[config.mk]
export PLATFORM = sky130hd
export DESIGN_NAME = nec_rl_decoder
export DESIGN_NICKNAME = d
export VERILOG_FILES = /design/src/rtl/nec_rl_pkg.sv /design/src/rtl/nec_rl_sym_gate.sv /design/src/rtl/nec_rl_core.sv /design/src/rtl/nec_rl_result.sv /design/src/rtl/nec_rl_decoder.sv
export SDC_FILE = /design/constraint.sdc
export NUM_CORES = 1
export LEC_CHECK = 0
export ABC_AREA = 0
export ABC_CLOCK_PERIOD_IN_PS = 3400
export CELL_PAD_IN_SITES_DETAIL_PLACEMENT = 0
export CELL_PAD_IN_SITES_GLOBAL_PLACEMENT = 2
export CORE_MARGIN = 1
export CORE_UTILIZATION = 32
export DETAILED_ROUTE_END_ITERATION = 10
export PLACE_DENSITY_LB_ADDON = 0.08
export SETUP_SLACK_MARGIN = 0.15
export SLEW_MARGIN = 10
export SYNTH_ARGS = -nofsm -noshare
export SYNTH_HDL_FRONTEND = slang
export SYNTH_SLANG_ARGS = --single-unit
[constraint.sdc]
create_clock -name clk -period 3.4 [get_ports clk]
set_input_delay 0.85 -clock clk [delete_from_list [all_inputs] [get_ports clk]]
set_output_delay 0.85 -clock clk [all_outputs]
set_load 0.03 [all_outputs]
[src/rtl/nec_rl_pkg.sv]
package nec_rl_pkg;
  typedef enum logic [2:0] {
    ST_LEAD_PULSE,
    ST_LEAD_SPACE,
    ST_BIT_PULSE,
    ST_BIT_SPACE,
    ST_FINISHED,
    ST_FAILED
  } dec_state_e;
endpackage

[src/rtl/nec_rl_sym_gate.sv]
module nec_rl_sym_gate #(
  parameter int MAX_SYMS = 128,
  parameter int CNT_W    = $clog2(MAX_SYMS + 1)
) (
  input  logic             clk,
  input  logic             rst,
  input  logic             sym_valid_i,
  input  logic             clear_i,
  output logic             take_o,
  output logic [CNT_W-1:0] cnt_o
);
  logic [CNT_W-1:0] cnt_q;

  // symbols beyond the cap are dropped
  assign take_o = sym_valid_i && (cnt_q < CNT_W'(MAX_SYMS));
  assign cnt_o  = cnt_q;

  always_ff @(posedge clk) begin
    if (rst || clear_i) cnt_q <= '0;
    else if (take_o)    cnt_q <= cnt_q + CNT_W'(1);
  end
endmodule

[src/rtl/nec_rl_core.sv]
module nec_rl_core
  import nec_rl_pkg::*;
#(
  parameter int DUR_W          = 7,
  parameter int LEN_W          = 16,
  parameter int CODE_W         = 32,
  parameter int ACTIVE_T       = 80,
  parameter bit ACTIVE_SCALE   = 1'b0,
  parameter int LEAD_PULSE_MIN = 80,
  parameter int LEAD_SPACE_MIN = 40,
  parameter int PULSE_MAX      = 26,
  parameter int BIT_MID        = 26,
  parameter int SPACE_MAX      = 53
) (
  input  logic              clk,
  input  logic              rst,
  input  logic              restart_i,
  input  logic              take_i,
  input  logic [DUR_W:0]    sym_i,
  output logic [CODE_W-1:0] res_code_o,
  output logic              res_err_o
);
  localparam int NB_W    = $clog2(CODE_W);
  localparam int PRELOAD = ACTIVE_T * (ACTIVE_SCALE ? 128 : 1);

  dec_state_e        st_q, st_n;
  logic [LEN_W-1:0]  len_q, len_n, dur, acc;
  logic [LEN_W:0]    sum_w;
  logic [CODE_W-1:0] code_q, code_n;
  logic [NB_W-1:0]   nb_q, nb_n;
  logic              lvl;

  assign lvl   = sym_i[DUR_W];
  assign dur   = {{(LEN_W-DUR_W){1'b0}}, sym_i[DUR_W-1:0]} + LEN_W'(1);
  assign sum_w = {1'b0, len_q} + {1'b0, dur};
  assign acc   = sum_w[LEN_W] ? '1 : sum_w[LEN_W-1:0];

  always_comb begin
    st_n   = st_q;
    len_n  = len_q;
    code_n = code_q;
    nb_n   = nb_q;
    if (take_i) begin
      unique case (st_q)
        ST_LEAD_PULSE:
          if (lvl)                                    len_n = acc;
          else if (len_q > LEN_W'(LEAD_PULSE_MIN)) begin
            st_n = ST_LEAD_SPACE; len_n = dur;
          end else                                    len_n = '0;
        ST_LEAD_SPACE:
          if (!lvl)                                   len_n = acc;
          else if (len_q > LEN_W'(LEAD_SPACE_MIN)) begin
            st_n = ST_BIT_PULSE; len_n = dur;
          end else                                    len_n = '0;
        ST_BIT_PULSE:
          if (lvl)                                    len_n = acc;
          else if (len_q > LEN_W'(PULSE_MAX))         st_n  = ST_FAILED;
          else begin
            st_n = ST_BIT_SPACE; len_n = dur;
          end
        ST_BIT_SPACE:
          if (!lvl)                                   len_n = acc;
          else if (len_q > LEN_W'(SPACE_MAX))         st_n  = ST_FAILED;
          else begin
            code_n[nb_q] = (len_q > LEN_W'(BIT_MID));
            nb_n         = nb_q + NB_W'(1);
            st_n         = (nb_q == NB_W'(CODE_W-1)) ? ST_FINISHED : ST_BIT_PULSE;
            len_n        = dur;
          end
        default: ;
      endcase
    end
  end

  // result as it stands after the current symbol
  always_comb begin
    res_err_o  = (st_n == ST_LEAD_PULSE) || (st_n == ST_LEAD_SPACE) ||
                 (st_n == ST_FAILED);
    res_code_o = res_err_o ? '1 : code_n;
  end

  always_ff @(posedge clk) begin
    if (rst || restart_i) begin
      st_q   <= ST_LEAD_PULSE;
      len_q  <= LEN_W'(PRELOAD);
      code_q <= '0;
      nb_q   <= '0;
    end else begin
      st_q   <= st_n;
      len_q  <= len_n;
      code_q <= code_n;
      nb_q   <= nb_n;
    end
  end
endmodule

[src/rtl/nec_rl_result.sv]
module nec_rl_result #(
  parameter int CODE_W = 32
) (
  input  logic              clk,
  input  logic              rst,
  input  logic              load_i,
  input  logic [CODE_W-1:0] code_i,
  input  logic              err_i,
  output logic              done_o,
  output logic [CODE_W-1:0] code_o,
  output logic              err_o,
  output logic              valid_o
);
  localparam int FLD_W   = CODE_W / 4;
  localparam int CMD_LSB = CODE_W / 2;
  localparam int INV_LSB = CMD_LSB + FLD_W;

  logic cmd_ok;
  assign cmd_ok = (code_i[CMD_LSB +: FLD_W] ^ code_i[INV_LSB +: FLD_W]) == '1;

  always_ff @(posedge clk) begin
    if (rst) begin
      done_o  <= 1'b0;
      code_o  <= '0;
      err_o   <= 1'b0;
      valid_o <= 1'b0;
    end else begin
      done_o <= load_i;
      if (load_i) begin
        code_o  <= code_i;
        err_o   <= err_i;
        valid_o <= cmd_ok;
      end
    end
  end
endmodule

[src/rtl/nec_rl_decoder.sv]
module nec_rl_decoder #(
  parameter int DUR_W          = 7,
  parameter int LEN_W          = 16,
  parameter int CODE_W         = 32,
  parameter int MAX_SYMS       = 128,
  parameter int ACTIVE_T       = 80,
  parameter bit ACTIVE_SCALE   = 1'b0,
  parameter int LEAD_PULSE_MIN = 80,
  parameter int LEAD_SPACE_MIN = 40,
  parameter int PULSE_MAX      = 26,
  parameter int BIT_MID        = 26,
  parameter int SPACE_MAX      = 53,
  parameter int CNT_W          = $clog2(MAX_SYMS + 1)
) (
  input  logic              clk,
  input  logic              rst,
  input  logic              sym_valid_i,
  input  logic [DUR_W:0]    sym_i,
  input  logic              pkt_end_i,
  input  logic              flush_i,
  output logic              done_o,
  output logic [CODE_W-1:0] code_o,
  output logic              err_o,
  output logic              valid_o
);
  logic              take, restart, end_ok;
  logic [CNT_W-1:0]  sym_cnt;
  logic [CODE_W-1:0] res_code;
  logic              res_err;

  assign restart = pkt_end_i || flush_i;
  assign end_ok  = pkt_end_i && !flush_i;

  nec_rl_sym_gate #(.MAX_SYMS(MAX_SYMS), .CNT_W(CNT_W)) u_gate (
    .clk(clk), .rst(rst), .sym_valid_i(sym_valid_i), .clear_i(restart),
    .take_o(take), .cnt_o(sym_cnt)
  );

  nec_rl_core #(
    .DUR_W(DUR_W), .LEN_W(LEN_W), .CODE_W(CODE_W), .ACTIVE_T(ACTIVE_T),
    .ACTIVE_SCALE(ACTIVE_SCALE), .LEAD_PULSE_MIN(LEAD_PULSE_MIN),
    .LEAD_SPACE_MIN(LEAD_SPACE_MIN), .PULSE_MAX(PULSE_MAX),
    .BIT_MID(BIT_MID), .SPACE_MAX(SPACE_MAX)
  ) u_core (
    .clk(clk), .rst(rst), .restart_i(restart), .take_i(take), .sym_i(sym_i),
    .res_code_o(res_code), .res_err_o(res_err)
  );

  nec_rl_result #(.CODE_W(CODE_W)) u_res (
    .clk(clk), .rst(rst), .load_i(end_ok), .code_i(res_code), .err_i(res_err),
    .done_o(done_o), .code_o(code_o), .err_o(err_o), .valid_o(valid_o)
  );
endmodule

; ---- Word-level counts from Yosys, hierarchy flattened
; Cells that the tools add are included.
[totals]
regBits = 99
wordCells = 73
out_inout_bits = 35
inputBits = 13
[op_classes]
reduce_logical = 13
n_eq_ne = 9
add_sub_neg = 4
magnitude_cmp = 7
bitwise = 2
n_mux = 29
[ops]
columns = op, n
row1 = $mux W32, 5
row2 = $mux W16, 9
row3 = $pmux W16 S4, 1
row4 = $bwmux W32, 1
row5 = $gt A16 B6 Y1 const B, 2
row6 = $mux W3, 10
row7 = $add A16 B16 Y17, 1
row8 = $gt A16 B5 Y1 const B, 1
row9 = $gt A16 B7 Y1 const B, 1
row10 = $pmux W3 S4, 1
row11 = $add A7 B1 Y8 const B, 1
row12 = $add A8 B1 Y8 const B, 1
row13 = $eq A8 B8 Y1 const B, 1
row14 = $lt A8 B8 Y1 const B, 1
row15 = $reduce_and A4 Y1, 2
row16 = $xor A8 B8 Y8, 1
row17 = $eq A3 B1 Y1 const B, 2
row18 = $eq A3 B2 Y1 const B, 2
row19 = $logic_not A3 Y1, 2
row20 = $lt A5 B6 Y1 const B, 1
row21 = $ne A3 B3 Y1 const B, 2
row22 = $add A5 B1 Y5 const B, 1
row23 = $demux W1 S5, 1
row24 = $eq A5 B5 Y1 const B, 1
row25 = other kinds (8), 13

; ---- Depth between registers and ports, before layout
[logic_depth]
word_depth = 12
depth_mapped = 12
ltp_nobuf = 12

; ---- Hierarchy
; A second synthesis with hierarchy kept.
[unflattened]
hier_cells = 595
area_unflattened_um2 = 5113.7
[modules_own_cells]
columns = mod, n_inst, cells_each, seq_area_each_um2, area_each_um2
row1 = nec_rl_core, 1, 428, 1121.1, 3388.2
row2 = nec_rl_result, 1, 124, 700.7, 1336.3
row3 = nec_rl_sym_gate, 1, 41, 160.2, 374.1
row4 = nec_rl_decoder, 1, 2, 0.0, 15.0

; ---- Worst setup path after synthesis
; Ideal clock, no wire load.
[synth_timing]
kind = input to register
startpoint = in sym_i[2]
endpoint = reg u_core.len_q[2]
slack_ns = -0.165
cell_stages = 11
t_required_ns = 3.284
arrival_time_ns = 3.449
path_cell_list = and3_1 and3_1 and3_1 ha_1 or3_1 a2111oi_0 or3_1 nand2_1 a221oi_1 o21ai_0 o211a_1
[synth_via]
elab_chain_cells = 5
[synth_rtl]
columns = item, line
row1 = start: declaration, nec_rl_decoder.sv:18  ; input logic [DUR_W:0] sym_i,
row2 = $add A7 B1 Y8 *, nec_rl_core.sv:34  ; assign dur = {{(LEN_W-DUR_W){1'b0}}, sym_i[DUR_W-1:0]} + LEN_W'(1);
row3 = $add A16 B16 Y17, nec_rl_core.sv:35  ; assign sum_w = {1'b0, len_q} + {1'b0, dur};
row4 = $mux W16, nec_rl_core.sv:36  ; assign acc = sum_w[LEN_W] ? '1 : sum_w[LEN_W-1:0];
row5 = $mux W16 (on tied branches), --
row6 = $pmux W16 S4 *, nec_rl_core.sv:44  ; unique case (st_q)
row7 = end signal: assignment, nec_rl_core.sv:85  ; len_q <= LEN_W'(PRELOAD);
row8 = end signal: assignment, nec_rl_core.sv:90  ; len_q <= len_n;
row9 = end: declaration, nec_rl_core.sv:27  ; logic [LEN_W-1:0] len_q, len_n, dur, acc;
; Every way passes the cells marked *; elsewhere a longest branch is shown, timed or not. The select of a mux whose other input is x is not followed.
; A chain may end at the register's enable or synchronous reset.

; ---- Worst setup path in the final report
[layout_timing]
startpoint = reg u_core.len_q[12]
endpoint = reg u_res.code_o[0]
[layout_via]
elab_chain_cells = 9
[layout_rtl]
columns = item, line
row1 = $gt A16 B6 Y1 (tied with other cells), nec_rl_core.sv:63  ; else if (len_q > LEN_W'(SPACE_MAX)) st_n = ST_FAILED;
row2 = $mux W3 (on tied branches) (2 in a row), --
row3 = $pmux W3 S4, nec_rl_core.sv:44
row4 = $mux W3, nec_rl_core.sv:43  ; if (take_i) begin
row5 = $eq A3 B1 Y1 or $logic_not A3 Y1 (tied branches), nec_rl_core.sv:77  ; res_err_o = (st_n == ST_LEAD_PULSE) || (st_n == ST_LEAD_SPACE) ||
row6 = $logic_or A1 B1 Y1 (2 in a row), nec_rl_core.sv:77
row7 = $mux W32 *, nec_rl_core.sv:79  ; res_code_o = res_err_o ? '1 : code_n;
row8 = end signal: assignment, nec_rl_result.sv:30  ; code_o <= code_i;
row9 = end: declaration, nec_rl_result.sv:10  ; output logic [CODE_W-1:0] code_o,
; Every way passes the cells marked *; elsewhere a longest branch is shown, timed or not.

==> results.toml <==
[finish]
layout-drive-gt1-share = 0.2171
final_core_util = 0.4308
flow.area_growth_from_synthesis_pct = 31.37
fillCellCount = 1608
stdcell_count = 930
ff_latch_area_sq_mm = 0.001982
finalNetCount = 738
insertedDiodeCount = 0
area_of_the_multi_input_gates_sq_mm = 0.003206

[cts]
cts_tree = "yes"
ctsHtreeMaxLevel = 3
cts.clk_slew.worst_paths_ns = 0.07
root_buffer = "clkbuf_16"
cts_hold_buffers = 0
cts_inserted_buffers = 9
cts_sinks = 99
clockBufferDepth = 2
worst_skew_pair.late_latency_ns = 0.35

[logic_synthesis]
synth_top_family_by_area = "compound AO/OA/AOI/OAI gates"
synthesis.area_sq_mm = 0.005209
post-synth-top-area-fraction = 0.3805
synth_cells = 610
synth_async_sr_flop_share = 0
synth_fp_nets = 639
synth_simple_gate_area_share = 0.2051
average_footprint_of_a_synthesized_cell_sq_um = 8.539
post_synth_mux_area_share = 0.07495
post_synth_fa_ha_maj_area_fraction = 0.03988
synth.lib_cells_used.distinct = 62
synthXorXnorAreaFrac = 0.05044
synth_top_cell_by_area = "dfxtp_1"
synth_compound_area_frac = 0.2150
synth_top_flop_cell = "dfxtp_1"
count_of_flip_flops_with_a_built_in_enable_after_synthesis = 0
synthMostInstantiatedCell = "dfxtp_1"
postSynthRegisterBits = 99
most_numerous_cell_types_in_the_synthesized_netlist = "dfxtp_1, nor2_1, o21ai_0"
synth_warnings = 0
yosysSeqAreaShare = 0.3805
synth_top_cells_by_area = "dfxtp_1, mux2i_1, o21ai_0, a21oi_2, nor2_1"

[power_and_ir_drop]
clkPwrFrac = 0.401
comb_power_share = 0.140
power_density_mw_per_mm2 = 383.7
power.static_leakage_nw = 2.538
p_switching_w = 0.0006803
worst_case_vdd_ir_drop_mv = 0.2880
p_int_w = 0.001945
pwr-share-seq = 0.460
p_sw_frac = 0.2591

[global_route]
via_count_of_the_first_global_routing_pass = 4784
grt_antenna_before_repair = 0
overflow = 0
grt.total_usage = 0.1905
grt_first_pass_wirelength_mm = 24.65
largest_net_degree_at_the_start_of_global_routing = 36

[worst_setup_path]
timing.critical_path.from_type = "flip-flop"
crit_family = "simple AND/OR/NAND/NOR gates"
worstPathCellList = "or4_1, or4_4, o311a_1, o31a_1, a211oi_2, buf_4, nor2_4, buf_12, a21oi_1"
crit_path_end_kind = "flip-flop"
critPathMaxFanout = 32
timing_worst_setup_path_type = "reg2reg"
critPathBufInv = 2
worst_path_max_delay_cell = "or4_1"
critPathRequiredTime_ns = 3.68
worst-endpoint-arrival_ns = 3.41
timing.critical_path.slowest_cell_delay_ns = 0.59

[floorplan]
io_pins = 48
floorplan.initialDensity = 0.3279
width_of_the_die_um = 129.6
std_cell_rows = 46
core_area_sq_mm = 0.01589
die_area_sq_mm = 0.01679
fp.dieH_um = 129.6

[sta]
tightest_slew_ns = 0.7512
post-route-period-util = 0.9199
max_freq_ghz = 0.3197
finalSetupTns_ns = 0
relSlewSlack = 0.4992
clock-skew-final_ns = 0.004160
finalWorstPathRequiredPeriod_ns = 3.128
worst_slack_ns = 0.2723
rsz0062_at_grt = "true"
hold_viol = 0
setup_viol = 0
slew_violations = 0

[detailed_routing]
remaining_drc_errors = 0
routed_via_density = 5.157
first_pass_iters = 4
drtAntennaViolNets = 0
final_wirelength_mm = 14.98
routed_wirelength_normalized_by_instance_count_um = 16.11
vias = 4796
starting_drt_drc_count = 304

[job]
drv_cap = 0

[hold_path]
worst_hold_check_path_type = "reg2reg"

[place]
dp.final_hpwl_mm = 10.83
gp_congestion = 0.8794
numPlacedInstances = 912
place_worst_setup_slack_ns = -0.3576
placement.io_buffers = 47

[status]
status = "complete, no violations"
==> layer usage <==
| metal | wire length, um | global-route usage | vias up |
|---|---|---|---|
| met1 | 7462 | 0.2686 | 2295 |
| met4 | 170 | 0.05540 | 0 |
| met5 | 0 | 0 | - |
| met3 | 494 | 0.03138 | 12 |
| met2 | 6854 | 0.2973 | 74 |
| li1 | - | - | 2415 |
==> power by group through the flow <==
stage | sequential (W) | clock, W | combinational [W]
global route | 0.00121 | 0.00115 | 0.000399
CTS | 0.00121 | 0.00109 | 0.000362
global placement | 0.00123 | 0 | 0.000348
detailed placement | 0.00123 | 0 | 0.000350
finish | 0.00121 | 0.00105 | 0.000367
floorplan | 0.00128 | 0 | 0.000147
==> cell families (layout without fill, tap and decap cells) <==
family,after synthesis,in the layout
muxes,39,39
DFF,99,99
xor gates and xnor gates,30,30
AOI/OAI and AO/OA,167,167
adders and majority gates,16,16
buffers and inverters,41,145
and+or+nand+nor,218,218
==> sequential cells by signal (all words and copies together) (netlist names), 3 cells and up <==
signal         cells
u_gate.cnt_o       8
u_core.len_q      16
u_core.nb_q        5
u_res.code_o      32
u_core.st_q        3
u_core.code_q     32
==> final cells by class <==
class                      count  share of cell area
timing repair buffer         122              0.1541
multi-input combinational    470              0.4685
clock inverter                 5            0.008960
tap                          216             0.03950
inverter                       7            0.003840
sequential                    99              0.2896
clock buffer                  11             0.03547
==> worst register-to-register path: cells and delay by family (launching register included) <==
kind / cells / cell delay (ns)
AO/OA/AOI/OAI: 4 / 1.15
flip-flops: 1 / 0.36
buffers and inverters: 2 / 0.38
AND/OR/NAND/NOR: 3 / 1.16
==> final timing paths <==
path / end / slack, ns / cells past startpoint / from
min: u_res.err_o / 0.46 / 2 / u_res.err_o
min reg2reg: u_res.err_o / 0.46 / 2 / u_res.err_o
max reg2reg: u_res.code_o[0] / 0.27 / 9 / u_core.len_q[12]
max: u_res.code_o[0] / 0.27 / 9 / u_core.len_q[12]
==> per-stage QoR <==
| step | total power [W] | hold slack [ns] | instance area [sq um] |
|---|---|---|---|
| finish | 0.002625 | 0.4582 | 6843 |
| CTS | 0.002662 | 0.4600 | 6749 |
| detailed placement | 0.001583 | 0.4502 | 6374 |
| global route | 0.002754 | 0.4982 | 6843 |
| floorplan | 0.001432 | 0.4490 | 5215 |
| global placement | 0.001580 | 0.4574 | 6374 |
==> repair_timing <==
action,in CTS,in global routing
buffers inserted,1,1
endpoints found under the setup margin,10,47
pin swaps,3,10
resized for setup,14,20
==> placed cells by master (no fill, tap or decap), types with 4 or more instances in the layout <==
master,synthesis,final
o21ai_0,55,53
o31ai_1,5,5
buf_4,0,74
nand3_1,14,13
xor2_1,16,15
ha_1,15,11
nand2b_1,8,8
nor3_1,29,27
or3_1,7,4
clkbuf_16,0,9
and4_1,4,4
nand4_1,7,7
nor4_1,9,8
mux2i_1,39,39
a21oi_1,29,28
inv_1,7,7
nor2_1,70,70
xnor2_1,14,13
dlymetal6s2s_1,0,4
dfxtp_1,99,99
a21oi_2,30,31
clkdlybuf4s50_1,0,42
and3_1,9,6
ha_2,0,4
nand2_1,39,38
(Power assumes the default switching activity.)
